[config.mk]
export PLATFORM = sky130hd
export DESIGN_NAME = sw_frame_gen
export DESIGN_NICKNAME = d
export VERILOG_FILES = /design/src/rtl/sfg_pkg.sv /design/src/rtl/sfg_sclk_div.sv /design/src/rtl/sfg_frame_seq.sv /design/src/rtl/sfg_word_shifter.sv /design/src/rtl/sw_frame_gen.sv
export SDC_FILE = /design/constraint.sdc
export NUM_CORES = 1
export LEC_CHECK = 0
export ABC_CLOCK_PERIOD_IN_PS = 1300
export CAP_MARGIN = 20
export CORE_UTILIZATION = 42
export DETAILED_ROUTE_END_ITERATION = 16
export DONT_BUFFER_PORTS = 1
export PLACE_DENSITY = 0.56
export RECOVER_POWER = 50
export SETUP_SLACK_MARGIN = 0.05
export SLEW_MARGIN = 5
export SYNTH_ARGS = -nofsm -noshare
export SYNTH_HDL_FRONTEND = slang
export SYNTH_SLANG_ARGS = --single-unit
[constraint.sdc]
create_clock -name clk -period 1.3 [get_ports clk]
set_input_delay 0 -clock clk [delete_from_list [all_inputs] [get_ports clk]]
set_output_delay 0 -clock clk [all_outputs]
set_load 0.02 [all_outputs]
[src/rtl/sfg_pkg.sv]
// Shared constants and the word packing function for the switch frame generator.
package sfg_pkg;
    localparam int FRAME_BITS        = 24;
    localparam int SW_BITS           = 8;
    localparam int SW_LSB            = 10;
    localparam int SYNC_LOW_PERIODS  = 25;
    localparam int SYNC_HIGH_PERIODS = 3;
    localparam int CYCLE_PERIODS     = SYNC_LOW_PERIODS + SYNC_HIGH_PERIODS;
    localparam int PER_W             = $clog2(CYCLE_PERIODS);

    typedef logic [FRAME_BITS-1:0] frame_word_t;

    // Places the switch bank at bits 17..10; every other bit is zero.
    function automatic frame_word_t pack_word(input logic [SW_BITS-1:0] sw);
        frame_word_t w;
        w = '0;
        w[SW_LSB +: SW_BITS] = sw;
        return w;
    endfunction
endpackage

[src/rtl/sfg_sclk_div.sv]
// Bit clock divider.
// Produces a 50% duty bit clock from the system clock, high half first.
// It also flags the system cycle whose closing edge begins a new bit period,
// which is a rising edge of the bit clock.
// Assumes SCLK_DIV is even and >= 2. Reset is synchronous and active low.
module sfg_sclk_div #(
    parameter int SCLK_DIV = 2
) (
    input  logic clk,
    input  logic rst_n,
    output logic sclk_o,
    output logic rise_next_o
);
    localparam int HALF   = SCLK_DIV / 2;
    localparam int HALF_W = (HALF > 1) ? $clog2(HALF) : 1;

    logic [HALF_W-1:0] half_cnt;
    logic              low_half;
    logic              half_end;

    assign half_end = (half_cnt == HALF_W'(HALF - 1));

    // Counts system clocks within a half period and flips the half at its end.
    always_ff @(posedge clk) begin
        if (!rst_n) begin
            half_cnt <= '0;
            low_half <= 1'b0;
        end else if (half_end) begin
            half_cnt <= '0;
            low_half <= ~low_half;
        end else begin
            half_cnt <= half_cnt + 1'b1;
        end
    end

    assign sclk_o      = ~low_half;
    assign rise_next_o = half_end & low_half;
endmodule

[src/rtl/sfg_frame_seq.sv]
// Period sequencer.
// Steps a bit-period counter through a 28-period cycle: 25 strobe-low
// periods followed by 3 idle periods. It drives the frame strobe and requests
// a word load at the edge that begins period 0.
// Assumes rise_next_i comes from the bit clock divider. Reset parks the counter
// in the last idle period.
module sfg_frame_seq
    import sfg_pkg::*;
(
    input  logic clk,
    input  logic rst_n,
    input  logic rise_next_i,
    output logic sync_n_o,
    output logic load_o
);
    localparam logic [PER_W-1:0] LAST_PER = PER_W'(CYCLE_PERIODS - 1);
    localparam logic [PER_W-1:0] GAP_PER  = PER_W'(SYNC_LOW_PERIODS);

    logic [PER_W-1:0] per_cnt;
    logic [PER_W-1:0] per_nxt;

    // Works out the period index that the next rising edge enters.
    always_comb begin
        per_nxt = (per_cnt == LAST_PER) ? '0 : per_cnt + 1'b1;
    end

    assign load_o = rise_next_i & (per_cnt == LAST_PER);

    // Moves to the next period and updates the strobe on each rising edge.
    always_ff @(posedge clk) begin
        if (!rst_n) begin
            per_cnt  <= LAST_PER;
            sync_n_o <= 1'b1;
        end else if (rise_next_i) begin
            per_cnt  <= per_nxt;
            sync_n_o <= (per_nxt >= GAP_PER);
        end
    end


    per_range_chk: assert property (@(posedge clk) disable iff (!rst_n)
        per_cnt <= LAST_PER);


    frame_open_chk: assert property (@(posedge clk) disable iff (!rst_n)
        load_o |=> (!sync_n_o && per_cnt == '0));
endmodule

[src/rtl/sfg_word_shifter.sv]
// Word shifter.
// Loads the packed switch word when a frame starts and shifts it left by one
// at every later rising edge of the bit clock. Zeros fill from the bottom, so
// once 24 bits have gone out the output stays low.
// Assumes load_i has priority when it coincides with shift_i.
module sfg_word_shifter
    import sfg_pkg::*;
(
    input  logic               clk,
    input  logic               rst_n,
    input  logic               load_i,
    input  logic               shift_i,
    input  logic [SW_BITS-1:0] sw_i,
    output logic               msb_o
);
    frame_word_t shreg;

    // Snapshots the switches at frame start, otherwise shifts toward the MSB.
    always_ff @(posedge clk) begin
        if (!rst_n) begin
            shreg <= '0;
        end else if (load_i) begin
            shreg <= pack_word(sw_i);
        end else if (shift_i) begin
            shreg <= {shreg[FRAME_BITS-2:0], 1'b0};
        end
    end

    assign msb_o = shreg[FRAME_BITS-1];


    top_zero_chk: assert property (@(posedge clk) disable iff (!rst_n)
        load_i |=> (shreg[FRAME_BITS-1:SW_LSB+SW_BITS] == '0));


    low_zero_chk: assert property (@(posedge clk) disable iff (!rst_n)
        load_i |=> (shreg[SW_LSB-1:0] == '0));
endmodule

[src/rtl/sw_frame_gen.sv]
// Switch-driven serial test frame generator (top).
// Repeats 24-bit DAC write frames built from eight switches, using a framed
// serial format: the strobe is low for 25 bit periods and high for 3, and data
// changes on rising bit-clock edges, MSB first.
// Assumes the switches are static or already debounced. SCLK_DIV must be even
// and >= 2. Reset is synchronous and active low.
module sw_frame_gen #(
    parameter int SCLK_DIV = 2
) (
    input  logic       clk,
    input  logic       rst_n,
    input  logic [7:0] sw_i,
    output logic       sclk_o,
    output logic       sync_n_o,
    output logic       din_o
);
    logic rise_next;
    logic load;

    // Bit clock and period-boundary strobe.
    sfg_sclk_div #(.SCLK_DIV(SCLK_DIV)) u_div (
        .clk        (clk),
        .rst_n      (rst_n),
        .sclk_o     (sclk_o),
        .rise_next_o(rise_next)
    );

    // Frame strobe and load request.
    sfg_frame_seq u_seq (
        .clk        (clk),
        .rst_n      (rst_n),
        .rise_next_i(rise_next),
        .sync_n_o   (sync_n_o),
        .load_o     (load)
    );

    // Serial data path.
    sfg_word_shifter u_shf (
        .clk    (clk),
        .rst_n  (rst_n),
        .load_i (load),
        .shift_i(rise_next),
        .sw_i   (sw_i),
        .msb_o  (din_o)
    );


    din_on_rise_chk: assert property (@(posedge clk) disable iff (!rst_n)
        !$stable(din_o) |-> $rose(sclk_o));


    sync_on_rise_chk: assert property (@(posedge clk) disable iff (!rst_n)
        !$stable(sync_n_o) |-> $rose(sclk_o));


    idle_din_low_chk: assert property (@(posedge clk) disable iff (!rst_n)
        sync_n_o |-> !din_o);
endmodule

==> results of run 1 <==
## area by class of cell
| class | instances | area, um2 |
|---|---|---|
| Clock buffer | 4 | 36.3 |
| Sequential cell | 22 | 448 |
| Tap cell | 28 | 35.0 |
| Multi-Input combinational cell | 79 | 549 |
| Fill cell | 225 | 1050 |
| Inverter | 1 | 3.75 |
| Timing Repair Buffer | 11 | 91.3 |
## critical path: cells and delay by family, from the launching register on
family	cells	cell delay, ps
flops	1	380
simple gates	2	210
mux	1	190
fa+ha+maj	1	170
buf+inv	1	150
compound gates	1	100
## layer usage
metal | track usage (%) | up-vias | share of wire, %
met1 | 21.3 | 362 | 47
met3 | 4.24 | 2 | 4.3
met4 | 5.56 | 0 | 0.73
met5 | 0 | - | 0
met2 | 25.6 | 18 | 48
li1 | - | 399 | -
## sequential cells by signal, summed over array words and instances, names as in the netlist
signal          flops
u_shf.shreg        14
u_seq.per_cnt       5
u_div.half_cnt      1
u_div.low_half      1
u_seq.sync_n_o      1
## power groups by stage
stage	Sequential (mW)	Combinational (mW)	Clock [mW]
2_1_floorplan	0.744	0.191	0
3_3_place_gp	0.749	0.218	0
3_5_place_dp	0.750	0.223	0
4_1_cts	0.732	0.262	0.392
5_1_grt	0.738	0.306	0.420
6_report	0.732	0.278	0.368
## cells by family (layout without fill, tap and decap cells)
| kind of cell | after synthesis | after routing | share of synthesized area, % |
|---|---|---|---|
| other cells | 1 | 1 | 0.379 |
| buf+inv | 9 | 16 | 4.56 |
| simple gates | 47 | 47 | 23.7 |
| mux | 7 | 7 | 7.09 |
| fa+ha+maj | 1 | 1 | 1.27 |
| flops | 22 | 22 | 44.6 |
| compound gates | 23 | 23 | 18.5 |
## what timing repair did
action	CTS	global route
gates resized for setup	8	11
buffers inserted	4	0
pin swaps	13	12
endpoints found under the hold margin	21	21
setup endpoints to repair	8	18
## through the flow
stage	hold slack, ps	util, %
after floorplan	154	-
after global placement	67.9	47.5
after detailed placement	71.4	47.5
after CTS	-256	51.0
after global routing	-266	52.6
final	-237	52.6
## Yosys cell counts
| cell type | n | share of area, % |
|---|---|---|
| o21ai_0 | 3 | 1.5 |
| dfxtp_1 | 22 | 45 |
| nand4b_1 | 2 | 1.8 |
| nand2b_1 | 1 | 0.63 |
| or2b_1 | 1 | 0.76 |
| inv_1 | 1 | 0.38 |
| a21boi_0 | 6 | 4.6 |
| and3_1 | 1 | 0.63 |
| buf_4 | 2 | 1.5 |
| a31oi_1 | 1 | 0.63 |
| and4_4 | 1 | 1.1 |
| nand2_1 | 25 | 9.5 |
| nand3_1 | 9 | 4.6 |
| and2_1 | 1 | 0.63 |
| mux2i_1 | 7 | 7.1 |
| nor2_1 | 1 | 0.38 |
| o211ai_2 | 1 | 1.3 |
| nor3_1 | 1 | 0.51 |
| ha_1 | 1 | 1.3 |
| a21oi_1 | 2 | 1.0 |
| and2_2 | 1 | 0.76 |
| buf_2 | 3 | 1.5 |
| o311ai_0 | 1 | 0.89 |
| a21boi_1 | 1 | 0.76 |
| clkbuf_1 | 3 | 1.1 |
| conb_1 | 1 | 0.38 |
| nor2b_1 | 2 | 1.3 |
| o211ai_1 | 1 | 0.76 |
| or4_4 | 1 | 1.1 |
| o211a_1 | 7 | 7.1 |
## worst paths after layout
kind	cells after the start	start	slack, ps	to
worst max-delay path	6	u_seq.per_cnt[0]	-10	u_shf.shreg[11]
worst min-delay path	1	rst_n	-240	u_seq.sync_n_o
worst max register to register	6	u_seq.per_cnt[0]	-10	u_shf.shreg[11]
worst min register to register	2	u_shf.shreg[18]	460	u_shf.shreg[18]
==> impl_metrics.py, run 1 <==
metrics = {
    "outcome": {
        "status": "complete, but fails checks",
        "violations": "negative hold slack, negative setup slack",
    },
    "synth": {
        "synth_area_um2": 988,
        "yosys.cell_types.count": 30,
        "syn_avg_cell_area_um2": 8.99,
        "synth.net_count": 121,
        "yosysWarnings": 0,
        "synth_cells": 110,
        "yosysSeqAreaShare_pct": 44.6,
        "ys_seq_elements": 22,
    },
    "finish": {
        "area_growth_pct": 17.7,
        "final_common_cell": "nand2_1",
        "instances_no_fill": 145,
        "drive_above_1_share_pct": 25.6,
        "final_cell_mix": "nand2_1, dfxtp_1, mux2i_1, o211a_1, buf_4",
        "n_antenna_cell": 0,
        "nets": 129,
        "stdcell_area_mm2": 0.00116,
    },
    "setup_path": {
        "required_ps": 1500,
        "max_stage_delay_ps": 380,
        "crit_chain": "ha_4 -> nand4b_1 -> buf_6 -> mux2i_1 -> nand2_1 -> o211a_1",
        "worstPathMaxFanout": 6,
        "cp_slowest_cell": "dfxtp_4",
        "cp.arrival_ps": 1520,
        "end_kind": "register",
        "critPathLaunchType": "register",
        "critPathKind": "reg -> reg",
    },
    "timing": {
        "rsz0062_at_grt": "true",
        "layout_setup_ws_ps": -10.9,
        "holdWs_ps": -237,
        "timing.setup.tns_ps": -33.4,
        "fmax_ghz": 0.763,
        "period_needed_ps": 1310,
        "setup_viol": 5,
        "slew_violations": 0,
        "min_period_over_period_pct": 101,
        "finClkSkew_ps": 3.35,
        "hold_viol": 21,
    },
    "placement": {
        "port_buffers": 0,
        "post-place-ws_ps": -21.0,
        "dp_cells": 137,
        "placed_cell_area_mm2": 0.00105,
        "place_hpwl_mm": 1.23,
        "place_congestion": 0.768,
    },
    "flow_run": {
        "maxCapViolCount": 0,
    },
    "floorplan": {
        "dieArea_mm2": 0.00255,
        "die_h_um": 50.5,
        "core_mm2": 0.00221,
        "floorplan.initialDensity_pct": 44.7,
        "die_w_um": 50.5,
        "rows": 17,
        "io_pins": 13,
    },
    "cts": {
        "root_buffer": "clkbuf_4",
        "htree_levels": 1,
        "ctsLongestPathBuffers": 2,
        "cts_tree": "built",
        "clk_latency_ps": 300,
        "path_clk_slew_ps": 120,
        "cts.sinks": 22,
        "cts_buffers": 3,
    },
    "power": {
        "worst_ir_drop_vdd_v": 0.000585,
        "netSwitchingFraction_pct": 25.9,
        "power_density_mw_per_mm2": 1180,
        "comb_power_share_pct": 20.2,
        "p_clk_share_pct": 26.7,
        "p_sw_mw": 0.357,
        "power_leakage_nw": 0.502,
        "power.internal_mw": 1.02,
        "total_power_mw": 1.38,
        "pwr-share-seq_pct": 53.1,
    },
    "global_routing": {
        "grt_max_degree": 22,
        "gr-usage-all-layers_pct": 16.2,
        "grt_pass1_wl_mm": 3.13,
        "antenna_found_initial": 0,
        "grt-ovfl-total": 0,
        "grt_pass1_vias": 732,
    },
    "min_path": {
        "min_path_type": "in -> reg",
    },
    "drt": {
        "drt-initial-drc-count": 8,
        "ant_nets": 0,
        "drc": 0,
        "drt_wl_total_mm": 1.79,
        "viasPerCell": 5.39,
        "drtPass1Iterations": 4,
        "dr_total_vias": 781,
        "wl_per_cell_um": 12.4,
    },
}
Note: power is estimated with default switching activity, not from simulation.
==> run 2: changes to the inputs <==
--- a/config.mk
+++ b/config.mk
@@ -7,10 +7,12 @@
 export LEC_CHECK = 0
 export ABC_CLOCK_PERIOD_IN_PS = 1300
 export CAP_MARGIN = 20
-export CORE_UTILIZATION = 42
+export CELL_PAD_IN_SITES_DETAIL_PLACEMENT = 1
+export CELL_PAD_IN_SITES_GLOBAL_PLACEMENT = 1
+export CORE_UTILIZATION = 41
 export DETAILED_ROUTE_END_ITERATION = 16
 export DONT_BUFFER_PORTS = 1
-export PLACE_DENSITY = 0.56
+export PLACE_DENSITY = 0.69
 export RECOVER_POWER = 50
 export SETUP_SLACK_MARGIN = 0.05
 export SLEW_MARGIN = 5
==> impl_metrics.py, run 2 (synthesized netlist as in run 1, its figures left out) <==
metrics = {
    "floorplan": {
        "die_w_um": 51.1,
        "io_pins": 13,
        "floorplan.initialDensity_pct": 44.3,
        "rows": 17,
        "die_h_um": 51.1,
        "core_mm2": 0.00223,
        "dieArea_mm2": 0.00261,
    },
    "setup_path": {
        "crit_chain": "ha_4 -> nand2_1 -> a21oi_1 -> or4_4 -> o211ai_2",
        "max_stage_delay_ps": 430,
        "critPathLaunchType": "register",
        "cp.arrival_ps": 1550,
        "cp_slowest_cell": "or4_4",
        "worstPathMaxFanout": 4,
        "worst_path_dominant_cell_family": "simple AND/OR/NAND/NOR gates",
        "required_ps": 1540,
        "critPathKind": "reg -> reg",
        "end_kind": "register",
        "path_buf_inv": 0,
    },
    "global_routing": {
        "grt_pass1_wl_mm": 3.53,
        "grt_max_degree": 26,
        "grt_pass1_vias": 824,
        "gr-usage-all-layers_pct": 18.0,
        "grt-ovfl-total": 0,
        "antenna_found_initial": 0,
    },
    "cts": {
        "cts_tree": "built",
        "root_buffer": "clkbuf_4",
        "ctsLongestPathBuffers": 2,
        "cts_buffers": 3,
        "cts.sinks": 22,
        "path_clk_slew_ps": 130,
        "htree_levels": 1,
        "clk_latency_ps": 310,
    },
    "timing": {
        "finClkSkew_ps": 11.4,
        "layout_setup_ws_ps": -6.12,
        "hold_viol": 21,
        "setup_viol": 2,
        "min_period_over_period_pct": 100,
        "holdWs_ps": -244,
        "period_needed_ps": 1310,
        "rsz0062_at_grt": "true",
        "slew_violations": 0,
        "fmax_ghz": 0.766,
    },
    "drt": {
        "drt-initial-drc-count": 2,
        "drtPass1Iterations": 2,
        "viasPerCell": 5.42,
        "drc": 0,
        "ant_nets": 0,
        "wl_per_cell_um": 13.9,
        "dr_total_vias": 786,
        "drt_wl_total_mm": 2.01,
    },
    "power": {
        "power_density_mw_per_mm2": 1200,
        "worst_ir_drop_vdd_v": 0.000562,
        "power_leakage_nw": 0.503,
        "total_power_mw": 1.40,
    },
    "finish": {
        "top_regs": "u_shf.shreg: 14 flops, u_seq.per_cnt: 5 flops",
        "nets": 129,
        "largest_register_ffs": 14,
        "final_common_cell": "nand2_1",
        "max_flop_register": "u_shf.shreg",
        "area_growth_pct": 18.1,
        "drive_above_1_share_pct": 24.8,
        "final_cell_mix": "nand2_1, dfxtp_1, buf_4",
        "n_antenna_cell": 0,
    },
    "outcome": {
        "status": "complete, but fails checks",
        "violations": "negative hold slack, negative setup slack",
    },
    "placement": {
        "place_congestion": 0.787,
        "port_buffers": 0,
        "post-place-ws_ps": -73.1,
        "place_hpwl_mm": 1.33,
    },
    "min_path": {
        "min_path_type": "in -> reg",
    },
    "flow_run": {
        "maxCapViolCount": 0,
    },
}
## run 2: per-stage QoR
step	setup TNS [ps]	instance area [um2]	instances	util (%)
after floorplan	0	1000	110	-
after global placement	-2.32	1060	137	47.6
after detailed placement	-417	1060	137	47.6
after CTS	-69.0	1130	144	50.8
after global routing	-876	1170	145	52.3
final	-7.62	1170	145	52.3
## run 2: metal layers
metal  GRT usage [%]  vias up  part of all wire [%]
met5               0        -                     0
met4            6.94        0                  0.45
met3            3.87        2                   2.5
met2            31.4       11                    51
met1            21.3      375                    46
li1                -      398                     -
## run 2: what timing repair did
item / CTS / global route
endpoints found under the setup margin: 19 / 20
pin swaps: 16 / 7
resized for setup: 8 / 11
setup buffers: 3 / 1
endpoints found under the hold margin: 21 / 21
## run 2: worst reg2reg max path: stages, from the launching register on
cell,delay [ps]
dfxtp_4,380
ha_4,170
nand2_1,60
a21oi_1,60
or4_4,430
o211ai_2,140
## run 2: cell type report
class,instances,area (um2)
repair buffers,11,98.8
flip-flops and latches,22,449
clock buffers,4,36.3
inverters,1,3.75
multi-input cells,79,544
well taps,28,35.0
fillers,280,1070
## run 2: path summary, 6_finish.rpt
check | slack (ps) | end | cells after the start | startpoint
max reg2reg | -6 | u_seq.sync_n_o | 5 | u_seq.per_cnt[1]
min reg2reg | 460 | u_shf.shreg[19] | 2 | u_shf.shreg[18]
min | -240 | u_seq.per_cnt[4] | 1 | rst_n
max | -6 | u_seq.sync_n_o | 5 | u_seq.per_cnt[1]
## run 2: power breakdown
group / leakage [nW] / internal [mW] / switching (mW)
Clock: 0.0210 / 0.171 / 0.215
Sequential: 0.180 / 0.705 / 0.0284
Combinational: 0.302 / 0.147 / 0.133
Total: 0.503 / 1.02 / 0.376
